### src/rtl/stld_pkg.sv
`timescale 1ns/1ps
package stld_pkg;
  typedef enum logic [1:0] {
    RES_NONE   = 2'd0,
    RES_FWD    = 2'd1,
    RES_REPLAY = 2'd2,
    RES_CACHE  = 2'd3
  } res_kind_t;

  typedef enum logic [1:0] {
    WALK_IDLE = 2'd0,
    WALK_REQ  = 2'd1,
    WALK_CHK  = 2'd2
  } walk_state_t;
endpackage

### src/rtl/stld_overlap.sv
`timescale 1ns/1ps
// Range compare of one store entry against the load, plus byte extraction.
module stld_overlap #(
  parameter int ADDR_W     = 16,
  parameter int DATA_BYTES = 8,
  parameter int SIZE_W     = 4
) (
  input  logic [ADDR_W-1:0]       ld_addr,
  input  logic [SIZE_W-1:0]       ld_size,
  input  logic [ADDR_W-1:0]       st_addr,
  input  logic [SIZE_W-1:0]       st_size,
  input  logic [DATA_BYTES*8-1:0] st_data,
  input  logic                    st_uncache,
  output logic                    full_hit,
  output logic                    part_hit,
  output logic [DATA_BYTES*8-1:0] fwd_data
);
  localparam int AW1   = ADDR_W + 1;
  localparam int OFF_W = $clog2(DATA_BYTES);

  logic [AW1-1:0]   ld_lo, ld_hi, st_lo, st_hi, offs;
  logic [OFF_W-1:0] off_small;
  logic             eligible, covers, touches;

  always_comb begin
    ld_lo     = {1'b0, ld_addr};
    ld_hi     = ld_lo + AW1'(ld_size);
    st_lo     = {1'b0, st_addr};
    st_hi     = st_lo + AW1'(st_size);
    eligible  = (st_size != '0) && !st_uncache;
    covers    = (ld_lo >= st_lo) && (ld_hi <= st_hi);
    touches   = (ld_lo < st_hi) && (ld_hi > st_lo);
    full_hit  = eligible && covers;
    part_hit  = eligible && touches && !covers;
    offs      = ld_lo - st_lo;
    off_small = offs[OFF_W-1:0];
  end

  always_comb begin
    fwd_data = '0;
    for (int i = 0; i < DATA_BYTES; i++) begin
      if (i < int'(ld_size) && (int'(off_small) + i) < DATA_BYTES)
        fwd_data[i*8 +: 8] = st_data[(int'(off_small) + i)*8 +: 8];
    end
  end
endmodule

### src/rtl/stld_walker.sv
`timescale 1ns/1ps
// Walks store-queue positions toward older stores and issues the result.
module stld_walker
  import stld_pkg::*;
#(
  parameter int STQ_DEPTH  = 8,
  parameter int ADDR_W     = 16,
  parameter int DATA_BYTES = 8,
  parameter int SIZE_W     = 4,
  parameter int SEQ_W      = 8,
  parameter int LDQ_IDX_W  = 4,
  parameter int CNT_W      = 16,
  parameter int STQ_IDX_W  = 3
) (
  input  logic                    clk,
  input  logic                    rst,
  input  logic                    ld_valid,
  output logic                    ld_ready,
  input  logic [ADDR_W-1:0]       ld_addr,
  input  logic [SIZE_W-1:0]       ld_size,
  input  logic [STQ_IDX_W-1:0]    ld_stq_pos,
  input  logic [LDQ_IDX_W-1:0]    ld_ldq_pos,
  input  logic [SEQ_W-1:0]        ld_seq,
  input  logic                    ld_linked,
  input  logic [STQ_IDX_W-1:0]    wb_pos,
  output logic [STQ_IDX_W-1:0]    stq_rd_pos,
  input  logic [SEQ_W-1:0]        stq_seq,
  output logic [ADDR_W-1:0]       cur_addr,
  output logic [SIZE_W-1:0]       cur_size,
  input  logic                    full_hit,
  input  logic                    part_hit,
  input  logic [DATA_BYTES*8-1:0] fwd_data,
  output logic                    res_valid,
  output res_kind_t               res_kind,
  output logic [DATA_BYTES*8-1:0] res_data,
  output logic [LDQ_IDX_W-1:0]    res_ldq_pos,
  output logic                    res_linked,
  output logic [CNT_W-1:0]        fwd_cnt,
  output logic [CNT_W-1:0]        replay_cnt,
  output logic                    part_evt,
  output logic [LDQ_IDX_W-1:0]    part_ldq_pos,
  output logic [SEQ_W-1:0]        part_ld_seq,
  output logic [SEQ_W-1:0]        part_st_seq
);
  walk_state_t            state;
  logic [STQ_IDX_W-1:0]   cur, stop_pos;
  logic [LDQ_IDX_W-1:0]   ldq_l;
  logic [SEQ_W-1:0]       seq_l;
  logic                   linked_l;

  function automatic logic [STQ_IDX_W-1:0] older_pos(input logic [STQ_IDX_W-1:0] p);
    return (p == '0) ? STQ_IDX_W'(STQ_DEPTH - 1) : p - 1'b1;
  endfunction

  assign ld_ready     = (state == WALK_IDLE);
  assign stq_rd_pos   = cur;
  assign part_evt     = (state == WALK_CHK) && !full_hit && part_hit;
  assign part_ldq_pos = ldq_l;
  assign part_ld_seq  = seq_l;
  assign part_st_seq  = stq_seq;

  always_ff @(posedge clk) begin
    if (rst) begin
      state       <= WALK_IDLE;
      cur         <= '0;
      stop_pos    <= '0;
      cur_addr    <= '0;
      cur_size    <= '0;
      ldq_l       <= '0;
      seq_l       <= '0;
      linked_l    <= 1'b0;
      res_valid   <= 1'b0;
      res_kind    <= RES_NONE;
      res_data    <= '0;
      res_ldq_pos <= '0;
      res_linked  <= 1'b0;
      fwd_cnt     <= '0;
      replay_cnt  <= '0;
    end else begin
      res_valid <= 1'b0;
      unique case (state)
        WALK_IDLE: begin
          if (ld_valid) begin
            cur_addr <= ld_addr;
            cur_size <= ld_size;
            ldq_l    <= ld_ldq_pos;
            seq_l    <= ld_seq;
            linked_l <= ld_linked;
            stop_pos <= wb_pos;
            if (ld_stq_pos == wb_pos) begin
              res_valid   <= 1'b1;
              res_kind    <= RES_CACHE;
              res_data    <= '0;
              res_ldq_pos <= ld_ldq_pos;
              res_linked  <= ld_linked;
            end else begin
              cur   <= older_pos(ld_stq_pos);
              state <= WALK_REQ;
            end
          end
        end
        WALK_REQ: state <= WALK_CHK;
        WALK_CHK: begin
          if (full_hit) begin
            res_valid   <= 1'b1;
            res_kind    <= RES_FWD;
            res_data    <= fwd_data;
            res_ldq_pos <= ldq_l;
            res_linked  <= 1'b0;
            fwd_cnt     <= fwd_cnt + 1'b1;
            state       <= WALK_IDLE;
          end else if (part_hit) begin
            res_valid   <= 1'b1;
            res_kind    <= RES_REPLAY;
            res_data    <= '0;
            res_ldq_pos <= ldq_l;
            res_linked  <= 1'b0;
            replay_cnt  <= replay_cnt + 1'b1;
            state       <= WALK_IDLE;
          end else if (cur == stop_pos) begin
            res_valid   <= 1'b1;
            res_kind    <= RES_CACHE;
            res_data    <= '0;
            res_ldq_pos <= ldq_l;
            res_linked  <= linked_l;
            state       <= WALK_IDLE;
          end else begin
            cur   <= older_pos(cur);
            state <= WALK_REQ;
          end
        end
        default: state <= WALK_IDLE;
      endcase
    end
  end

  // a load that needs a walk holds the port busy
  assert_busy_walk_R11: assert property (@(posedge clk) disable iff (rst)
    (ld_valid && ld_ready && (ld_stq_pos != wb_pos)) |=> !ld_ready);

  // each forward result is counted once
  assert_fwd_count_R10: assert property (@(posedge clk) disable iff (rst)
    (res_valid && res_kind == RES_FWD) |-> (fwd_cnt == CNT_W'($past(fwd_cnt) + 1'b1)));

  // each replay result is counted once
  assert_replay_count_R10: assert property (@(posedge clk) disable iff (rst)
    (res_valid && res_kind == RES_REPLAY) |-> (replay_cnt == CNT_W'($past(replay_cnt) + 1'b1)));
endmodule

### src/rtl/stld_stall_rec.sv
`timescale 1ns/1ps
// Holds the oldest replayed load and the store it waits on.
module stld_stall_rec #(
  parameter int SEQ_W     = 8,
  parameter int LDQ_IDX_W = 4
) (
  input  logic                 clk,
  input  logic                 rst,
  input  logic                 part_evt,
  input  logic [LDQ_IDX_W-1:0] part_ldq_pos,
  input  logic [SEQ_W-1:0]     part_ld_seq,
  input  logic [SEQ_W-1:0]     part_st_seq,
  input  logic                 done_valid,
  input  logic [SEQ_W-1:0]     done_seq,
  output logic                 stall_active,
  output logic [SEQ_W-1:0]     stall_st_seq,
  output logic [LDQ_IDX_W-1:0] stall_ldq_pos,
  output logic                 rel_valid,
  output logic [LDQ_IDX_W-1:0] rel_ldq_pos
);
  logic [SEQ_W-1:0] stall_ld_seq;
  logic             clear_hit, still_held, take;

  assign clear_hit  = done_valid && stall_active && (done_seq == stall_st_seq);
  assign still_held = stall_active && !clear_hit;
  assign take       = part_evt && (!still_held || (part_ld_seq < stall_ld_seq));

  always_ff @(posedge clk) begin
    if (rst) begin
      stall_active  <= 1'b0;
      stall_st_seq  <= '0;
      stall_ldq_pos <= '0;
      stall_ld_seq  <= '0;
      rel_valid     <= 1'b0;
      rel_ldq_pos   <= '0;
    end else begin
      rel_valid <= clear_hit;
      if (clear_hit) rel_ldq_pos <= stall_ldq_pos;
      if (take) begin
        stall_active  <= 1'b1;
        stall_st_seq  <= part_st_seq;
        stall_ldq_pos <= part_ldq_pos;
        stall_ld_seq  <= part_ld_seq;
      end else if (clear_hit) begin
        stall_active <= 1'b0;
      end
    end
  end

  // a release only follows a held record
  assert_release_needs_stall_R8: assert property (@(posedge clk) disable iff (rst)
    rel_valid |-> $past(stall_active));

  // without a release, the held load can only become older
  assert_older_replaces_R7: assert property (@(posedge clk) disable iff (rst)
    (stall_active && $past(stall_active) && !rel_valid) |-> (stall_ld_seq <= $past(stall_ld_seq)));

  // a partial overlap always leaves a record held
  assert_partial_sets_R7: assert property (@(posedge clk) disable iff (rst)
    $past(part_evt) |-> stall_active);
endmodule

### src/rtl/stld_fwd_check.sv
`timescale 1ns/1ps
module stld_fwd_check
  import stld_pkg::*;
#(
  parameter int STQ_DEPTH  = 8,
  parameter int ADDR_W     = 16,
  parameter int DATA_BYTES = 8,
  parameter int SEQ_W      = 8,
  parameter int LDQ_IDX_W  = 4,
  parameter int CNT_W      = 16,
  localparam int STQ_IDX_W = $clog2(STQ_DEPTH),
  localparam int SIZE_W    = $clog2(DATA_BYTES) + 1,
  localparam int DATA_W    = DATA_BYTES * 8
) (
  input  logic                 clk,
  input  logic                 rst,
  input  logic                 ld_valid,
  output logic                 ld_ready,
  input  logic [ADDR_W-1:0]    ld_addr,
  input  logic [SIZE_W-1:0]    ld_size,
  input  logic [STQ_IDX_W-1:0] ld_stq_pos,
  input  logic [LDQ_IDX_W-1:0] ld_ldq_pos,
  input  logic [SEQ_W-1:0]     ld_seq,
  input  logic                 ld_linked,
  input  logic [STQ_IDX_W-1:0] wb_pos,
  output logic [STQ_IDX_W-1:0] stq_rd_pos,
  input  logic [ADDR_W-1:0]    stq_addr,
  input  logic [SIZE_W-1:0]    stq_size,
  input  logic [DATA_W-1:0]    stq_data,
  input  logic                 stq_uncache,
  input  logic [SEQ_W-1:0]     stq_seq,
  input  logic                 st_done_valid,
  input  logic [SEQ_W-1:0]     st_done_seq,
  output logic                 res_valid,
  output logic [1:0]           res_kind,
  output logic [DATA_W-1:0]    res_data,
  output logic [LDQ_IDX_W-1:0] res_ldq_pos,
  output logic                 res_linked,
  output logic [CNT_W-1:0]     fwd_cnt,
  output logic [CNT_W-1:0]     replay_cnt,
  output logic                 stall_active,
  output logic [SEQ_W-1:0]     stall_st_seq,
  output logic [LDQ_IDX_W-1:0] stall_ldq_pos,
  output logic                 rel_valid,
  output logic [LDQ_IDX_W-1:0] rel_ldq_pos
);
  logic [ADDR_W-1:0]    cur_addr;
  logic [SIZE_W-1:0]    cur_size;
  logic                 full_hit, part_hit, part_evt;
  logic [DATA_W-1:0]    fwd_data;
  logic [LDQ_IDX_W-1:0] part_ldq_pos;
  logic [SEQ_W-1:0]     part_ld_seq, part_st_seq;
  res_kind_t            kind_e;

  assign res_kind = kind_e;

  stld_overlap #(.ADDR_W(ADDR_W), .DATA_BYTES(DATA_BYTES), .SIZE_W(SIZE_W)) u_overlap (
    .ld_addr(cur_addr), .ld_size(cur_size),
    .st_addr(stq_addr), .st_size(stq_size), .st_data(stq_data), .st_uncache(stq_uncache),
    .full_hit(full_hit), .part_hit(part_hit), .fwd_data(fwd_data)
  );

  stld_walker #(
    .STQ_DEPTH(STQ_DEPTH), .ADDR_W(ADDR_W), .DATA_BYTES(DATA_BYTES), .SIZE_W(SIZE_W),
    .SEQ_W(SEQ_W), .LDQ_IDX_W(LDQ_IDX_W), .CNT_W(CNT_W), .STQ_IDX_W(STQ_IDX_W)
  ) u_walker (
    .clk(clk), .rst(rst),
    .ld_valid(ld_valid), .ld_ready(ld_ready), .ld_addr(ld_addr), .ld_size(ld_size),
    .ld_stq_pos(ld_stq_pos), .ld_ldq_pos(ld_ldq_pos), .ld_seq(ld_seq), .ld_linked(ld_linked),
    .wb_pos(wb_pos), .stq_rd_pos(stq_rd_pos), .stq_seq(stq_seq),
    .cur_addr(cur_addr), .cur_size(cur_size),
    .full_hit(full_hit), .part_hit(part_hit), .fwd_data(fwd_data),
    .res_valid(res_valid), .res_kind(kind_e), .res_data(res_data),
    .res_ldq_pos(res_ldq_pos), .res_linked(res_linked),
    .fwd_cnt(fwd_cnt), .replay_cnt(replay_cnt),
    .part_evt(part_evt), .part_ldq_pos(part_ldq_pos),
    .part_ld_seq(part_ld_seq), .part_st_seq(part_st_seq)
  );

  stld_stall_rec #(.SEQ_W(SEQ_W), .LDQ_IDX_W(LDQ_IDX_W)) u_stall (
    .clk(clk), .rst(rst),
    .part_evt(part_evt), .part_ldq_pos(part_ldq_pos),
    .part_ld_seq(part_ld_seq), .part_st_seq(part_st_seq),
    .done_valid(st_done_valid), .done_seq(st_done_seq),
    .stall_active(stall_active), .stall_st_seq(stall_st_seq),
    .stall_ldq_pos(stall_ldq_pos), .rel_valid(rel_valid), .rel_ldq_pos(rel_ldq_pos)
  );
endmodule

### config.mk
export PLATFORM = sky130hd
export DESIGN_NAME = stld_fwd_check
export DESIGN_NICKNAME = d
export VERILOG_FILES = /design/src/rtl/stld_pkg.sv /design/src/rtl/stld_overlap.sv /design/src/rtl/stld_walker.sv /design/src/rtl/stld_stall_rec.sv /design/src/rtl/stld_fwd_check.sv
export SDC_FILE = /design/constraint.sdc
export NUM_CORES = 1
export LEC_CHECK = 0
export ABC_AREA = 1
export BUFFER_PORTS_ARGS = -buffer_cell sky130_fd_sc_hd__buf_4
export CORE_MARGIN = 8
export CORE_UTILIZATION = 55
export DETAILED_ROUTE_END_ITERATION = 10
export GPL_TIMING_DRIVEN = 0
export PLACE_DENSITY_LB_ADDON = 0.2
export SYNTH_ARGS = -nofsm -noshare
export SYNTH_HDL_FRONTEND = slang
export SYNTH_SLANG_ARGS = --single-unit
### constraint.sdc
create_clock -name clk -period 10.2 [get_ports clk]
set_input_delay 2.04 -clock clk [delete_from_list [all_inputs] [get_ports clk]]
set_output_delay 2.04 -clock clk [all_outputs]
set_load 0.02 [all_outputs]
-- Word level (Yosys, flattened, before mapping)
Cells that the tools add are included.
- output and inout bits: 126
- input port bits: 144
- word-level logic and storage cells: 169
- register bits after elaboration: 171
- mux-type cells: 54
- reduce and logical (&&, ||, !) cells: 38
- add/subtract/negate cells: 14
- bitwise operators: 1
- magnitude comparators: 21
- shift operators: 8
- eq/ne operators: 12
- operator list (cell ; number):
    indexed part select 64 x 32 -> 8 bit ; 7
    2-to-1 mux 64 bit ; 5
    less-than comparator 32 x 5 -> 1 bit, second input constant ; 7
    case mux 64 bit (2 select lines) ; 1
    2-to-1 mux 8 bit ; 8
    indexed part select 64 x 7 -> 8 bit ; 1
    adder 16 x 4 -> 17 bit ; 2
    adder 16 x 1 -> 16 bit, second input constant ; 2
    2-to-1 mux 3 bit ; 7
    logical AND 1 bit ; 20
    2-to-1 mux 4 bit ; 5
    2-to-1 mux 2 bit ; 9
    > comparator 17 x 16 -> 1 bit ; 1
    less-or-equal comparator 17 bit ; 1
    less-than comparator 16 x 17 -> 1 bit ; 1
    adder 3 x 3 -> 4 bit, second input constant ; 4
    greater-or-equal comparator 16 bit ; 1
    less-than comparator 3 x 4 -> 1 bit, first input constant ; 4
    2-to-1 mux 1 bit ; 13
    != test 2 bit, second input constant ; 5
    adder 3 x 2 -> 4 bit, second input constant ; 2
    equality test 8 bit ; 1
    less-than comparator 1 x 4 -> 1 bit, first input constant ; 2
    less-than comparator 2 x 4 -> 1 bit, first input constant ; 2
    other kinds (26) ; 37

-- Logic depth before layout (Yosys ltp)
Gate-level depths: netlist (run 1).
- depth after elaboration: 9
- mapped depth: 28
- depth with buffers taken out: 27

-- Hierarchy
Synthesis (run 1) repeated with hierarchy kept, for this count alone.
- cell total of the unflattened synthesis: 1787
- area, all modules: 11763.8 µm²
- modules (own cells, without submodules) (module ; area each (µm²) ; times used ; cells an instance):
    stld_walker ; 5947.0 ; 1 ; 808
    stld_overlap ; 4309.1 ; 1 ; 757
    stld_stall_rec ; 1507.7 ; 1 ; 222

-- Worst setup path after synthesis (run 1)
No wires, ideal clock.
- path kind: input-to-reg
- start: input port stq_addr[2]
- end: register u_walker.res_data[53]
- arrival: 5.150 ns
- data required time: 10.085 ns
- cell stages on the path: 26
- slack: 4.935 ns
- buffers on the path: 2
- path through: ha_1 nand3_1 nand2_1 nand2_1 nand2_1 nand2_1 nor3_1 nand2_1 nor4_1 nand3_1 nand2_1 nand2_1 ha_1 nand2_1 nor2_1 inv_1 a21oi_1 nor2_1 nand3_1 nand2_1 nand3_1 nand3_2 buf_4 buf_2 a21oi_1 nor2_1
- word-level cells in the longest chain between the ends: 8
- RTL lines (item ; RTL line ; text):
    start, declared ; stld_fwd_check.sv:27 ; input logic [ADDR_W-1:0] stq_addr,
    parallel branches: the longest is 8 deep, another holds less-than comparator 32 x 5 -> 1 bit ; n/a ;
    end signal, assigned ; stld_walker.sv:107 ; res_data <= fwd_data;
    end, declared ; stld_walker.sv:35 ; output logic [DATA_BYTES*8-1:0] res_data,
Parallel ways; which one is timed is not known.
A chain may end at the register's enable or synchronous reset.

-- Worst setup path after layout (run 1)
- start: input port stq_addr[2]
- end: register u_walker.res_ldq_pos[0]
- word-level cells in the longest chain between the ends: 8
- RTL lines (item ; RTL line ; text):
    adder 16 x 4 -> 17 bit ; stld_overlap.sv:29 ; st_hi = st_lo + AW1'(st_size);
    less-than comparator 16 x 17 -> 1 bit / less-or-equal comparator 17 bit (equally long branches) ; stld_overlap.sv:32, stld_overlap.sv:31 ;
    logical AND 1 bit, on equally long branches ; stld_overlap.sv:32, stld_overlap.sv:31 ;
    logical AND 1 bit / zero test 1 bit (equally long branches) ; stld_overlap.sv:34 ; part_hit = eligible && touches && !covers;
    logical AND 1 bit ; stld_overlap.sv:34 ;
    2-to-1 mux 4 bit ; stld_walker.sv:112 ; end else if (part_hit) begin
    2-to-1 mux 4 bit ; stld_walker.sv:104 ; if (full_hit) begin
    case mux 4 bit (2 select lines) ; stld_walker.sv:81 ; unique case (state)
    end signal, assigned ; stld_walker.sv:108 ; res_ldq_pos <= ldq_l;
    end signal, assigned ; stld_walker.sv:116 ; res_ldq_pos <= ldq_l;
    end signal, assigned ; stld_walker.sv:124 ; res_ldq_pos <= ldq_l;
    end, declared ; stld_walker.sv:36 ; output logic [LDQ_IDX_W-1:0] res_ldq_pos,
Parallel ways exist; a longest one is shown, timed or not.

==> key figures, run 1 <==
Outcome
  • Run status: finished clean

Finish
  • Register Area: 3420 sq um
  • Share of layout cells above drive strength 1: 16.7%
  • Multi-input gate area: about 7300 sq um
  • Final Core Density: 70.0%
  • Fin area: 14,800 sq um
  • Fill cells: between 1,500 and 2,000
  • Final net count: around 2,400
  • Area Overhead vs Synth: 24.7%
  • ANT cells: 0

Global route
  • Vias in the first global route: 13,497
  • First-pass GRT wire length: 71,100 um
  • Initial antenna violation count: 0
  • Overall global routing resource usage: 33.6%
  • Grt total ovfl: 0
  • Largest net degree at the start of global routing: 19

Clocking
  • # resized after CTS: 0
  • H-Tree Depth: 4
  • Hold_buf cts: 0
  • Clock Tree Root: clkbuf_16
  • Worst-path clk slew: 0.07 ns
  • # clock sinks: 171
  • CTS Buf Count: 17
  • Worst skew pair latency: ~0.44 ns
  • Bufs on Longest Clock Path: 2
  • Total setup buffers inserted after CTS: 0
  • CTS tree: yes

Timing
  • Final period utilization: 60.5%
  • Slew Limit Headroom: 14.2%
  • RSZ-0062 raised after global routing: no
  • Final setup vio count: 0
  • Clk_skew: 0.0191 ns
  • Worst-Margin Slew: 1.28 ns
  • Max Freq: about 160 MHz
  • Max-slew violation count: 0
  • Final hold vios: 0
  • Fin crit period: 6.17 ns
  • Setup TNS: 0 ns

Job
  • Max cap viols: 0

Placed design
  • Final GP Congestion: 1.02
  • Post-DP Area: ~14,000 sq um
  • Post-DP HPWL: 37,000 um
  • Port-buffer cells: about 270

Detailed routing
  • Drt pass-1 iters: 6
  • Vias: 13,728
  • Antenna viol nets, final: 0
  • Mean routed wirelength per cell: 19.2 um
  • Initial drt markers: 1,366
  • Routed WL: 46,200 um
  • Vias per std cell: roughly 5.7
  • DRC errors left: 0

Power and ir drop
  • Worst vdd ir: 0.000123 V
  • Pwr Density: 146 nW/um^2
  • Pleak: 7.11 nW

Synth
  • Synth warn: 0
  • XOR/XNOR share of the synthesized area: 3.48%
  • Post-Synth Adder-Cell Area: 9.49%
  • Simple-gate share of the synthesized area: 32.9%
  • Post-synthesis cell type count: 48
  • Post-Syn Area: 11,800 sq um
  • Sequential fraction of the synthesis area: 28.9%
  • Most used DFF post-synth: dfxtp_1
  • Cells after synthesis: between 1,500 and 2,000
  • Number of flops mapped to enable cells by yosys: 0
  • Post-synth ARST share: 0%
  • Multiplexer share of the synthesized area: 0.846%
  • Mean post-synth cell area: 6.44 sq um
  • Net count after synthesis: 2,069
  • Main combinational cell family by area after synthesis: simple AND/OR/NAND/NOR gates
  • #FFs+latches synth: ~170
  • Synth Area in Compound Gates: between 10 and 15%

Die
  • Core area: around 21,000 sq um
  • # IOs: 270
  • DIE AREA: between 20,000 and 30,000 sq um
  • Die Width: 163 um
  • Die height: 163 um
  • Initial core utilization: 56.1%
  • Num rows: 53

Worst setup path
  • CP Data Required Time: 10.52 ns
  • CP arrival: 6.49 ns
  • Crit-path max FO: 10
  • Setup CP Type: input port to flop
  • Critical Path End Type: flop
  • Startpoint types: input port

Hold path
  • HP Class: flop to flop
-- layer usage --
layer,part of all wire [%],global-route usage (%)
met1,40,41.4
met5,0,0
met2,45,55.2
met4,3.7,14.3
met3,10,8.19
-- cell usage in the layout, fill, tap and decap left out, drive strengths merged, types with 27 or more instances in the layout --
cell / n
clkbuf: 69
dfxtp: 171
nor2: 313
o21ai: 113
ha: 85
buf: 309
xor2: 27
nand2: 409
nor3: 32
inv: 191
a21oi: 129
nand3: 134
-- power breakdown --
part           total [mW]  switching [mW]  internal, mW
registers           0.756          0.0431         0.713
clock network       0.658           0.332         0.327
logic               0.735           0.480         0.255
total                2.15           0.855          1.29
-- synthesized netlist by cell type, drive strengths merged, types with 20 or more instances --
| library cell | count | area share (%) |
|---|---|---|
| nand2 | 409 | 13 |
| a21oi | 129 | 5.5 |
| nor3 | 32 | 1.4 |
| nand4 | 21 | 1.2 |
| nor2 | 313 | 10 |
| ha | 85 | 9.0 |
| o21ai | 113 | 4.8 |
| o21bai | 21 | 1.3 |
| buf | 41 | 1.9 |
| xnor2 | 20 | 1.5 |
| nand3 | 134 | 5.8 |
| inv | 182 | 5.8 |
| clkbuf | 52 | 1.6 |
| xor2 | 27 | 2.0 |
| dfxtp | 171 | 29 |
-- layout make-up --
| cell class | count | area share (%) |
|---|---|---|
| multi-input combinational | 1390 | 49.4 |
| timing repair buffer | 268 | 13.6 |
| buffer | 93 | 2.88 |
| clock inverter | 14 | 0.992 |
| tap | 275 | 2.33 |
| clock buffer | 17 | 2.88 |
| inverter | 183 | 4.65 |
| sequential | 171 | 23.2 |
-- per-stage QoR --
step	hold slack (ns)	worst slack (ns)	instances	total power, mW
3_5_place_dp	0.457	3.72	2380	1.48
5_1_grt	0.493	3.59	2411	2.24
2_1_floorplan	0.423	4.94	1837	1.20
4_1_cts	0.467	4.15	2411	2.12
6_report	0.468	4.03	2411	2.15
3_3_place_gp	0.435	3.78	2380	1.47
-- cell families after synthesis --
| group | Yosys count |
|---|---|
| and+or+nand+nor | 931 |
| AOI/OAI and AO/OA | 314 |
| buffers and inverters | 276 |
| DFF | 171 |
| adders and majority gates | 88 |
| xor gates and xnor gates | 47 |
| muxes | 10 |
-- state kept, by name, indices dropped and copies added (netlist names), 2 cells and up --
name	count
u_walker.res_data	64
u_walker.cur_addr	16
u_walker.fwd_cnt	16
u_walker.replay_cnt	16
u_stall.stall_ld_seq	8
u_stall.stall_st_seq	8
u_walker.part_ld_seq	8
u_stall.rel_ldq_pos	4
u_stall.stall_ldq_pos	4
u_walker.cur_size	4
u_walker.part_ldq_pos	4
u_walker.res_ldq_pos	4
u_walker.stop_pos	3
u_walker.stq_rd_pos	3
u_walker.res_kind	2
u_walker.state	2
-- critical path, stage by stage --
cell	delay, ns
buf_4	0.11
ha_1	0.34
nand3_1	0.09
nand2_1	0.10
nand2_1	0.06
nand2_1	0.05
nand2_1	0.08
nor3_1	0.41
nand2_1	0.13
nor4_1	0.48
nand3_1	0.14
nand2_1	0.10
nand2_1	0.09
ha_1	0.29
nand2_1	0.06
nor2_1	0.19
inv_1	0.09
nor2_1	0.09
nand3_1	0.07
nand2_1	0.19
nand3_1	0.18
nand3_2	0.23
buf_4	0.24
buf_2	0.29
nand3_1	0.18
nand2_1	0.11
nor2_1	0.04
-- worst paths after layout --
check                                    start                                    to  slack [ns]  cells past startpoint
max                                stq_addr[2]  u_walker.res_ldq_pos[0]$_SDFFE_PP0P_        4.03                     27
min reg2reg     u_walker.state[1]$_SDFFE_PP0P_        u_walker.state[1]$_SDFFE_PP0P_        0.47                      1
max reg2reg  u_walker.cur_addr[2]$_SDFFE_PP0P_  u_walker.res_ldq_pos[0]$_SDFFE_PP0P_        5.67                     24
min             u_walker.state[1]$_SDFFE_PP0P_        u_walker.state[1]$_SDFFE_PP0P_        0.47                      1
No activity file was read; power rests on OpenSTA's default activity.
==> inputs of run 2 (changes only) <==
--- a/config.mk
+++ b/config.mk
@@ -8,7 +8,7 @@
 export ABC_AREA = 1
 export BUFFER_PORTS_ARGS = -buffer_cell sky130_fd_sc_hd__buf_4
 export CORE_MARGIN = 8
-export CORE_UTILIZATION = 55
+export CORE_UTILIZATION = 50
 export DETAILED_ROUTE_END_ITERATION = 10
 export GPL_TIMING_DRIVEN = 0
 export PLACE_DENSITY_LB_ADDON = 0.2
==> constraint.sdc (replaced) <==
create_clock -name clk -period 5.46 [get_ports clk]
set_input_delay 1.092 -clock clk [delete_from_list [all_inputs] [get_ports clk]]
set_output_delay 1.092 -clock clk [all_outputs]
set_load 0.02 [all_outputs]
==> run 2 against run 1 <==
Critical path depth unchanged. Power up 86%. Sequential power up 87%. Via count down 1.6%. Sequential share of layout area down 0.14 points. Global-route usage down 3.3 points. Cell area up 0.62%. Non-clock buffer count unchanged. Routed wire length down 2.1%. Core utilization down 6.3 points. Highest routed layer unchanged. Clock skew down 0.0051 ns. Critical endpoint is now u_walker.res_data[4]$_SDFFE_PP0P_. Combinational power up 84%.
==> key figures, run 2 (synthesis results as in run 1) <==
Hold path
  • Worst Hold Endpoint: u_walker.state[1]$_SDFFE_PP0P_
  • HP Class: flop to flop
  • Cells on Worst Hold Path: 1 (unchanged)
  • Hold path start: u_walker.state[1]$_SDFFE_PP0P_

Detailed routing
  • Vias: 13,504 (-1.6%)
  • Routed WL: 45,200 um (-2.1%)
  • Mean routed wirelength per cell: 18.4 um (-3.9%)
  • Drt pass-1 iters: 6 (unchanged)
  • DRC errors left: 0 (unchanged)
  • Initial drt markers: 1,182 (-13%)
  • Antenna viol nets, final: 0 (unchanged)
  • Vias per std cell: 5.50 (-3.4%)

Timing
  • Worst-Margin Slew: 1.09 ns (-0.187 ns)
  • Fin crit period: 5.10 ns
  • RSZ-0062 raised after global routing: no
  • Final setup vio count: 0 (unchanged)
  • Slew Limit Headroom: 26.8% (+13 points)
  • Final period utilization: a little over 90%
  • Max Freq: 196 MHz
  • Clk_skew: 0.0140 ns (-0.00511 ns)
  • Max-slew violation count: 0 (unchanged)
  • Setup TNS: 0 ns (unchanged)
  • Final hold vios: 0 (unchanged)

Worst setup path
  • Reg-to-reg startpoint: u_walker.cur_addr[2]$_SDFFE_PP0P_
  • Flop2flop setup slack: 0.99 ns (-4.68 ns)
  • CP max stage cell: nor2_2
  • Crit-path max FO: 10 (unchanged)
  • WP depth: 27 (unchanged)
  • WP buf/inv: 3 (-1)
  • CP Data Required Time: 5.84 ns (-4.68 ns)
  • Critical Path End Type: flop
  • CP top delay family: simple AND/OR/NAND/NOR gates
  • Most used cell, CP: nand2_1
  • CP startpoint: stq_addr[2]
  • Startpoint types: input port
  • CP arrival: 5.48 ns (-1.01 ns)
  • Setup CP Type: input port to flop
  • R2r endpoint: u_walker.res_data[4]$_SDFFE_PP0P_
  • Reg2Reg Depth: 24 (unchanged)
  • CP max stage delay: 0.41 ns (-0.07 ns)

Finish
  • Fin area: 14,900 sq um (+0.62%)
  • Most frequent cells in the layout: 408 x nand2_1, 305 x nor2_1, 276 x buf_4
  • Commonest non-fill, non-tap cell in the layout: nand2_1
  • ANT cells: 0 (unchanged)
  • Final net count: 2,356 (unchanged)
  • Max FFs per register: 64 (unchanged)
  • Fin cells: 2,456 (+1.9%)
  • Share of layout cells above drive strength 1: 16.8% (+0.086 points)
  • Register name with the most flops: u_walker.res_data
  • Area Overhead vs Synth: 25.5%
  • Fill cells: 2,245 (+21%)

Job
  • Max cap viols: 0 (unchanged)

Die
  • DIE AREA: 28,800 sq um (+9.0%)
  • Initial core utilization: 50.7% (-5.4 points)
  • Core area: 23,300 sq um (+11%)
  • # IOs: 270 (unchanged)
  • Die Width: 170 um (+4.4%)
  • Num rows: 56 (+5.7%)
  • Die height: 170 um (+4.4%)

Global route
  • Vias in the first global route: 13,055 (-3.3%)
  • Grt total ovfl: 0 (unchanged)
  • Largest net degree at the start of global routing: 20 (+1)
  • Overall global routing resource usage: 30.3% (-3.3 points)
  • Initial antenna violation count: 0 (unchanged)
  • First-pass GRT wire length: 69,400 um (-2.4%)

Outcome
  • Run status: finished clean

Placed design
  • Placed cell count: 2,424 (+1.8%)
  • Final GP Congestion: 1.03 (+1.4%)
  • Port-buffer cells: 268 (unchanged)
  • Post-DP Area: 14,200 sq um (+0.39%)
  • Post-DP HPWL: 36,500 um (-1.5%)

Clocking
  • Worst-path clk slew: 0.07 ns (about the same)
  • Hold_buf cts: 0 (unchanged)
  • CTS tree: yes
  • Bufs on Longest Clock Path: 2 (unchanged)
  • Clock Tree Root: clkbuf_16
  • H-Tree Depth: 4 (unchanged)
  • # clock sinks: 171 (unchanged)
  • Worst skew pair latency: 0.44 ns (about the same)
  • Total setup buffers inserted after CTS: 0 (unchanged)
  • # resized after CTS: 0 (unchanged)
  • CTS Buf Count: 17 (unchanged)

Power and ir drop
  • Worst vdd ir: 0.000183 V (+49%)
  • Pleak: 7.12 nW (+0.19%)
  • Pwr Density: 270 nW/um^2 (+85%)
  • Final Power: 4.01 mW (+86%)
run 2: changes by cell type in the layout (fill, tap and decap cells not counted), sizes merged:
| cell | previous run | this run |
|---|---|---|
| clkinv | 5 | 8 |
| inv | 191 | 189 |
run 2: worst max path at each step:
stage,endpoint
floorplan,u_walker.res_data[53]$_SDFFE_PP0P_
global placement,u_walker.res_data[32]$_SDFFE_PP0P_
detailed placement,u_walker.res_data[32]$_SDFFE_PP0P_
CTS,u_walker.res_data[32]$_SDFFE_PP0P_
global route,u_walker.res_data[25]$_SDFFE_PP0P_
finish,u_walker.res_data[4]$_SDFFE_PP0P_
run 2: stage by stage:
stage,util (%),hold WS [ns],worst slack [ns]
2_1_floorplan,-,0.423,1.14
3_3_place_gp,61.1,0.436,-0.0649
3_5_place_dp,61.1,0.443,-0.156
4_1_cts,63.6,0.453,0.297
5_1_grt,63.7,0.482,0.0599
6_report,63.7,0.455,0.357
run 2: routing by layer:
metal  routed length (um)  track usage [%]  vias to the layer above
li1                     -                -                     6585
met1                18800             37.1                     6224
met5                    0                0                        -
met2                20400             49.9                      589
met3                 4290             8.53                      106
met4                 1700             11.4                        0
run 2: power by group:
group	total, mW	switching (mW)	internal, mW	leakage, nW
logic	1.35	0.877	0.476	5.44
clock network	1.25	0.627	0.620	0.291
registers	1.41	0.0766	1.33	1.39
total	4.01	1.58	2.43	7.12
run 2: final cells by class:
class	count	area [sq um]	area share (%)
flip-flops and latches	171	3420	23.0
well taps	319	399	2.69
clock inverters	15	176	1.19
inverters	183	687	4.62
plain buffers	93	425	2.86
repair buffers	268	2010	13.5
clock buffers	17	425	2.86
multi-input cells	1390	7310	49.2
